File: config.mk
export PLATFORM = sky130hd
export DESIGN_NAME = frac_clk_div
export DESIGN_NICKNAME = d
export VERILOG_FILES = /design/src/rtl/fcd_pkg.sv /design/src/rtl/fcd_cfg_stage.sv /design/src/rtl/fcd_frac_acc.sv /design/src/rtl/fcd_period_cnt.sv /design/src/rtl/frac_clk_div.sv
export SDC_FILE = /design/constraint.sdc
export NUM_CORES = 1
export LEC_CHECK = 0
export ABC_AREA = 1
export BUFFER_PORTS_ARGS = -buffer_cell sky130_fd_sc_hd__buf_2
export CORE_UTILIZATION = 35
export CTS_CLUSTER_DIAMETER = 200
export CTS_CLUSTER_SIZE = 25
export DETAILED_ROUTE_END_ITERATION = 8
export PLACE_DENSITY = 0.54
export SLEW_MARGIN = 40
export SYNTH_ARGS = -nofsm -noshare
export SYNTH_HDL_FRONTEND = slang
export SYNTH_SLANG_ARGS = --single-unit
File: constraint.sdc
create_clock -name clk -period 3 [get_ports clk]
set_input_delay 0.6 -clock clk [delete_from_list [all_inputs] [get_ports clk]]
set_output_delay 0.6 -clock clk [all_outputs]
set_load 0.05 [all_outputs]
File: src/rtl/fcd_pkg.sv
package fcd_pkg;
  parameter int INT_W      = 8;
  parameter int FRAC_W     = 7;
  parameter int FRAC_LIMIT = 64;
  parameter int SEL_W      = 2;
  localparam int CNT_W     = INT_W + 1;
  localparam int ACC_W     = FRAC_W + 1;

  typedef struct packed {
    logic [SEL_W-1:0]  sel;
    logic [INT_W-1:0]  div_int;
    logic [FRAC_W-1:0] num;
    logic [FRAC_W-1:0] den;
  } div_cfg_t;

  localparam logic [SEL_W-1:0] SEL_OSC  = SEL_W'(2);
  localparam logic [SEL_W-1:0] SEL_XTAL = SEL_W'(3);
endpackage

File: src/rtl/fcd_cfg_stage.sv
module fcd_cfg_stage
  import fcd_pkg::*;
(
  input  logic     clk,
  input  logic     rst_n,
  input  logic     load,
  input  div_cfg_t cfg_in,
  input  logic     apply,
  output div_cfg_t active_q,
  output div_cfg_t next_cfg,
  output logic     accepted,
  output logic     err_q
);
  localparam logic [FRAC_W-1:0] LIM = FRAC_W'(FRAC_LIMIT);

  div_cfg_t pend_q, pend_d, active_d;
  logic     pend_v_q, pend_v_d, err_d, valid;

  always_comb begin
    valid = (cfg_in.num <= LIM) && (cfg_in.den <= LIM) &&
            ((cfg_in.den == '0) || (cfg_in.num <= cfg_in.den));
    accepted = load && valid;
    next_cfg = pend_v_q ? pend_q : active_q;
  end

  always_comb begin
    pend_d   = pend_q;
    pend_v_d = pend_v_q;
    active_d = active_q;
    err_d    = err_q;
    if (apply && pend_v_q) begin
      active_d = pend_q;
      pend_v_d = 1'b0;
    end
    if (load) begin
      err_d = !valid;
      if (valid) begin
        pend_d   = cfg_in;
        pend_v_d = 1'b1;
      end
    end
  end

  always_ff @(posedge clk or negedge rst_n) begin
    if (!rst_n) begin
      pend_q   <= '0;
      pend_v_q <= 1'b0;
      active_q <= '0;
      err_q    <= 1'b0;
    end else begin
      pend_q   <= pend_d;
      pend_v_q <= pend_v_d;
      active_q <= active_d;
      err_q    <= err_d;
    end
  end

  assert_err_only_by_load_R5: assert property (@(posedge clk) disable iff (!rst_n)
    $rose(err_q) |-> $past(load));
  assert_refused_keeps_stage_R5: assert property (@(posedge clk) disable iff (!rst_n)
    (load && !valid) |=> $stable(pend_q));
  assert_switch_at_boundary_R7: assert property (@(posedge clk) disable iff (!rst_n)
    !apply |=> $stable(active_q));
endmodule

File: src/rtl/fcd_frac_acc.sv
module fcd_frac_acc
  import fcd_pkg::*;
(
  input  logic              clk,
  input  logic              rst_n,
  input  logic              clear,
  input  logic              step,
  input  logic [FRAC_W-1:0] num,
  input  logic [FRAC_W-1:0] den,
  output logic              stretch
);
  logic [ACC_W-1:0] acc_q, acc_d, sum;

  always_comb begin
    sum     = acc_q + ACC_W'(num);
    stretch = (den != '0) && (sum >= ACC_W'(den));
    acc_d   = acc_q;
    if (clear) begin
      acc_d = '0;
    end else if (step) begin
      if (den == '0)   acc_d = '0;
      else if (stretch) acc_d = sum - ACC_W'(den);
      else             acc_d = sum;
    end
  end

  always_ff @(posedge clk or negedge rst_n) begin
    if (!rst_n) acc_q <= '0;
    else        acc_q <= acc_d;
  end

  assert_rem_below_den_R3: assert property (@(posedge clk) disable iff (!rst_n)
    (step && !clear && den != '0) |=> (acc_q < ACC_W'($past(den))));
endmodule

File: src/rtl/fcd_period_cnt.sv
module fcd_period_cnt
  import fcd_pkg::*;
(
  input  logic             clk,
  input  logic             rst_n,
  input  logic             pulse,
  input  logic [CNT_W-1:0] last_next,
  output logic             boundary,
  output logic             tick_q
);
  logic [CNT_W-1:0] cnt_q, cnt_d, last_q, last_d;

  always_comb begin
    boundary = pulse && (cnt_q == last_q);
    cnt_d    = cnt_q;
    last_d   = last_q;
    if (pulse) cnt_d = boundary ? '0 : cnt_q + 1'b1;
    if (boundary) last_d = last_next;
  end

  always_ff @(posedge clk or negedge rst_n) begin
    if (!rst_n) begin
      cnt_q  <= '0;
      last_q <= '0;
      tick_q <= 1'b0;
    end else begin
      cnt_q  <= cnt_d;
      last_q <= last_d;
      tick_q <= boundary;
    end
  end

  assert_tick_after_pulse_R2: assert property (@(posedge clk) disable iff (!rst_n)
    tick_q |-> $past(pulse));
  assert_cnt_in_range_R9: assert property (@(posedge clk) disable iff (!rst_n)
    cnt_q <= last_q);
endmodule

File: src/rtl/frac_clk_div.sv
module frac_clk_div
  import fcd_pkg::*;
(
  input  logic              clk,
  input  logic              rst_n,
  input  logic              src_bus_en,
  input  logic              src_osc_en,
  input  logic              src_xtal_en,
  input  logic              cfg_load,
  input  logic [SEL_W-1:0]  cfg_src_sel,
  input  logic [INT_W-1:0]  cfg_int,
  input  logic [FRAC_W-1:0] cfg_num,
  input  logic [FRAC_W-1:0] cfg_den,
  output logic              tick,
  output logic              cfg_err
);
  logic rst_meta, rst_sync;

  always_ff @(posedge clk or negedge rst_n) begin
    if (!rst_n) begin
      rst_meta <= 1'b0;
      rst_sync <= 1'b0;
    end else begin
      rst_meta <= 1'b1;
      rst_sync <= rst_meta;
    end
  end

  div_cfg_t cfg_in, active_cfg, next_cfg;
  logic     accepted, boundary, stretch, pulse;
  logic [CNT_W-1:0] last_next;

  always_comb begin
    cfg_in.sel     = cfg_src_sel;
    cfg_in.div_int = cfg_int;
    cfg_in.num     = cfg_num;
    cfg_in.den     = cfg_den;
    case (active_cfg.sel)
      SEL_OSC:  pulse = src_osc_en;
      SEL_XTAL: pulse = src_xtal_en;
      default:  pulse = src_bus_en;
    endcase
    last_next = CNT_W'(next_cfg.div_int) + CNT_W'(stretch);
  end

  fcd_cfg_stage u_cfg (
    .clk      (clk),
    .rst_n    (rst_sync),
    .load     (cfg_load),
    .cfg_in   (cfg_in),
    .apply    (boundary),
    .active_q (active_cfg),
    .next_cfg (next_cfg),
    .accepted (accepted),
    .err_q    (cfg_err)
  );

  fcd_frac_acc u_acc (
    .clk     (clk),
    .rst_n   (rst_sync),
    .clear   (accepted),
    .step    (boundary),
    .num     (next_cfg.num),
    .den     (next_cfg.den),
    .stretch (stretch)
  );

  fcd_period_cnt u_cnt (
    .clk       (clk),
    .rst_n     (rst_sync),
    .pulse     (pulse),
    .last_next (last_next),
    .boundary  (boundary),
    .tick_q    (tick)
  );

  assert_no_tick_in_reset_R1: assert property (@(posedge clk)
    !rst_sync |=> !tick);
endmodule

Yosys cells after proc, flatten, opt, wreduce, memory -nomap -nowiden

Cells that the tools add are included.

$add $sub $neg: 4
Multipliers: 0
Divide/modulo/power cells: 0
Magnitude comparators: 4
Eq/ne operators: 3
Shifts and indexed selects: 0
Mux-type cells: 10
Bitwise operators: 0
Reductions and logical operators: 13

Operator list:

| operator            | count |
|---|---|
| $mux 8              | 4 |
| $mux 22             | 1 |
| $le 7x7->1 const B  | 2 |
| $logic_not 7->1     | 2 |
| $add 8x1->9         | 1 |
| $add 9x1->9 const B | 1 |
| $eq 9x9->1          | 1 |
| $mux 9              | 1 |
| $add 8x7->8         | 1 |
| $ge 8x7->1          | 1 |
| $sub 8x7->8         | 1 |
| $le 7x7->1          | 1 |
| $reduce_bool 7->1   | 1 |
| $logic_and 1x1->1   | 6 |
| $eq 2x2->1 const B  | 2 |
| $mux 1              | 3 |
| $pmux 1 s2          | 1 |
| $reduce_and 2->1    | 1 |
| $reduce_bool 2->1   | 1 |
| $logic_not 1->1     | 1 |
| $logic_or 1x1->1    | 1 |

Bits in registers: 79
Latch bits: 0
Memory bits (writable): 0
Memory bits (read-only): 0
Input bits: 30
Output and inout bits: 2
Logic and storage cells: 50
Memories kept: 0

Depth between registers and ports, before layout

Word-level depth: 8
Gate-level depth with buffers: 31
Mapped depth without buffers: 27

Modules after synthesis

From an unflattened synthesis, not the netlist that was laid out.

Cells, all modules: 678
Area total of the unflattened synthesis: 4936.0 um^2

Modules (own cells, without submodules):

| module         | times used | cells an instance | area each (um^2) | seq. area each (um^2) |
|---|---|---|---|---|
| fcd_cfg_stage  | 1          | 320               | 2489.9           | 1251.2 |
| fcd_period_cnt | 1          | 152               | 1096.1           | 475.5 |
| fcd_frac_acc   | 1          | 164               | 1091.0           | 200.2 |
| frac_clk_div   | 1          | 42                | 259.0            | 50.0 |

Least setup slack after synthesis

No wires, ideal clock.

Kind: reg-to-reg
Start point: register u_cfg.pend_v_q
End point: register u_cnt.last_q[8]
Library setup time: 0.092 ns
Data arrival time: 3.940 ns
Slack: -1.031 ns
Cell stages (with the launch flop): 28
Buffers on the path: 4
Cell sequence: dfrtp_1 buf_6 inv_4 buf_6 buf_6 clkbuf_1 nand2_1 o21ai_0 ha_1 fa_1 a31o_2 xor2_1 inv_1 ha_1 nand2_1 nor2_1 nand2_1 nand3_1 nand2_1 nand2_1 nor2_1 nor2_4 ha_1 ha_1 nand4_1 inv_1 nand3b_1 o31ai_2

Cells in the longest elaborated chain, start to end: 5
Elaborated cells on any way between the ends: 6

RTL lines:

| item                   | line                 | source |
|---|---|---|
| start, declared        | fcd_cfg_stage.sv:17  | `logic pend_v_q, pend_v_d, err_d, valid;` |
| start signal, assigned | fcd_cfg_stage.sv:52  | `pend_v_q <= pend_v_d;` |
| $mux 22 (*)            | fcd_cfg_stage.sv:23  | `next_cfg = pend_v_q ? pend_q : active_q;` |
| $add 8x7->8            | fcd_frac_acc.sv:15   | `sum = acc_q + ACC_W'(num);` |
| $ge 8x7->1             | fcd_frac_acc.sv:16   | `stretch = (den != '0) && (sum >= ACC_W'(den));` |
| $logic_and 1x1->1      | fcd_frac_acc.sv:16   |  |
| $add 8x1->9 (*)        | frac_clk_div.sv:43   | `last_next = CNT_W'(next_cfg.div_int) + CNT_W'(stretch);` |
| end signal, assigned   | fcd_period_cnt.sv:28 | `last_q <= last_d;` |
| end, declared          | fcd_period_cnt.sv:11 | `logic [CNT_W-1:0] cnt_q, cnt_d, last_q, last_d;` |

Mark *: on every way between the ends. The rest lies on a longest branch, timed or not.
A chain may end at the register's enable or synchronous reset.

Final worst setup path

Start point: register u_cfg.pend_v_q
End point: register u_cnt.last_q[7]

Same word-level chain as after synthesis.

==> reports/metrics.yaml <==
status: "finished with violations"
violations: "negative setup slack"
synthArstFlopShare_pct: 100
holdCritPathClass: "in2async"
start_kind: "flop"
clock_skew_ns: 0.00973
fin_hold_ws_ns: 0.0305
synth_cell_types: 38
pre_cts_slack_ns: -0.604
cts_num_sinks: 79
post-route-drc-count: 0
first_pass_iters: 4
syn2layout_area_growth_pct: 26.4
synth-edff-count: 0
dp.cells: 843
dpl-instance-area_mm2: 0.00546
dieArea_mm2: 0.0140
vdd_drop_max_v: 0.000320
antenna_found_initial: 0
grt_first_pass_wirelength_um: 18600
yosysTopAreaCell: "dfrtp_1"
insertion_delay_ns: 0.34
ctsHoldBuffers: 0
min_period_ns: 3.72
fin_area_mm2: 0.00598
nNetsFinal: 745
htreeDepth: 3
drive_gt1_share_pct: 26.5
antennaDiodeCount: 0
setup_violations: 17
ys_ff_latch: 79
final_core_util_pct: 45.3
synth_top_area_share_pct: 41.8
reg2reg_depth: 25
fin_cells: 870
p_total_mw: 4.01
wl_per_cell_um: 12.5
synth_flop_cell: "dfrtp_1"
clock_path_buffers: 2
die_w_um: 118
fp.dieH_um: 118
grt_start_max_net_pins: 45
maxCapViolations: 0
synth_area_leaders: "dfrtp_1 (42%), nand2_1 (14%), inv_1 (6.8%), ha_1 (6.3%), o21ai_0 (5.8%)"
cp-end-kind: "flop"
hpwl_um: 8260
drt-initial-drc-count: 191
grt_overflow: 0
core_mm2: 0.0132
fp-row-count: 42
tightest_slew_ns: 0.739
reg2reg_slack_ns: -0.72
hold_viol: 0
drv_slew: 0
p_leak_nw: 3.13
reg2reg_to: "u_cnt.last_q[7]"
max_freq_ghz: 0.269
viasPerCell: 4.64
syn_nets: 658
drt_wl_total_um: 10900
synth_cells: 602
synth_warnings: 0
relSlewSlack_pct: 50.2
track_usage_pct: 16.7
gp_congestion: 0.863
ant_nets: 0
clk_pin_slew_ns: 0.06
synth.cells.most_frequent: "nand2_1 (177), inv_1 (86), dfrtp_1 (79), o21ai_0 (55)"
power_per_cell_area_mw_per_mm2: 670
n_fill_cell: 1287
vias: 4039
ys_seq_area_share_pct: 41.8
finalSetupTns_ns: -6.68
rsz0062_at_grt: "true"
portBuffers: 31
path_class: "reg2reg"
period_share_pct: 124
cp_max_fo: 6
avgSynthCellArea_um2: 7.86
cts_tree: "done"
syn_area_mm2: 0.00473
start_util_pct: 35.9
numCtsBuffers: 9
setup_ws_ns: -0.715
worstReg2RegStart: "u_cfg.pend_v_q"
cp_data_required_time_ns: 3.27
clock-root-buffer: "clkbuf_16"
ios: 32
yosysMostFrequentCell: "nand2_1"
crit_arrival_ns: 3.98
grt_pass1_vias: 4002
[worst max path at each step]
stage | from | end | slack [ns]
CTS | u_cfg.pend_v_q | u_cnt.last_q[7] | -0.55
detailed placement | u_cfg.pend_v_q | u_cnt.last_q[7] | -0.60
finish | u_cfg.pend_v_q | u_cnt.last_q[7] | -0.72
floorplan | u_cfg.pend_v_q | u_cnt.last_q[7] | -0.80
global placement | u_cfg.pend_v_q | u_cnt.last_q[7] | -0.52
global route | u_cfg.pend_v_q | u_cnt.last_q[7] | -0.90
[placed cells by master, fill, tap and decap left out, types with 6 or more instances in the layout]
master,n
inv_2,8
nand2_2,6
inv_1,83
nand3_2,6
xor2_1,6
buf_2,31
nand2_1,172
a21oi_1,10
o21ai_1,12
buf_4,56
nor2_1,25
o21ai_0,47
clkbuf_16,9
ha_1,18
nand4_1,11
dfrtp_1,77
o21ai_2,23
nand3_1,25
nor3_1,6
[worst max-delay path: stages (launching register included)]
cell and delay [ns]:
dfrtp_2 0.42, clkinvlp_4 0.17, nand2_1 0.10, o21ai_1 0.07, ha_2 0.20, fa_2 0.39
a31o_4 0.24, xor2_2 0.18, inv_2 0.06, ha_4 0.28, nand2_4 0.05, nor2_2 0.08
nand2_1 0.06, nand3_2 0.08, nand2_2 0.05, nand2_2 0.07, nor2_2 0.05, nor2_4 0.11
ha_4 0.16, nand2_4 0.05, nor2_4 0.15, nand3_4 0.10, nor2_4 0.14, nand2_2 0.07
xnor2_1 0.12, a21oi_1 0.17
[state kept, by name (all words and copies together) (netlist names), 8 cells and up]
name / count
u_cfg.pend_q: 24
u_acc.acc_q: 8
u_cnt.last_q: 9
u_cfg.active_q: 24
u_cnt.cnt_q: 9
[routing by layer]
layer	track usage (%)	part of all wire (%)	up-vias	wire length, um
li1	-	-	2102	-
met1	21.3	48	1857	5230
met2	27.6	47	58	5050
met3	2.65	2.7	22	290
met4	8.25	2.6	0	287
met5	0	0	-	0
[cells by family after synthesis]
group | Yosys count | share of synthesized area (%)
simple gates | 270 | 24.7
compound gates | 106 | 13.9
buf+inv | 106 | 9.78
flops | 79 | 41.8
fa+ha+maj | 26 | 7.19
xor+xnor | 14 | 2.59
other cells | 1 | 0.0792
[area by class of cell]
class                      count  area (um2)  share of cell area [%]
sequential                    79        1980                    33.1
tap                          176         220                    3.68
inverter                      92         348                    5.82
multi-input combinational    417        2490                    41.6
timing repair buffer          89         616                    10.3
timing repair inverter         1        7.51                   0.126
clock inverter                 6        91.3                    1.53
clock buffer                  10         229                    3.83
[power breakdown]
group          total [mW]  internal, mW  switching (mW)
Combinational        1.52         0.681           0.840
Clock                1.19         0.735           0.451
Sequential           1.30          1.20          0.0987
[what timing repair did]
item	CTS	global route
buffers inserted	0	11
gates cloned	0	1
gates resized for setup	5	22
hold endpoints to repair	0	0
setup endpoints to repair	17	17
pin swaps	2	26
Note: power is estimated with default switching activity, not from simulation.
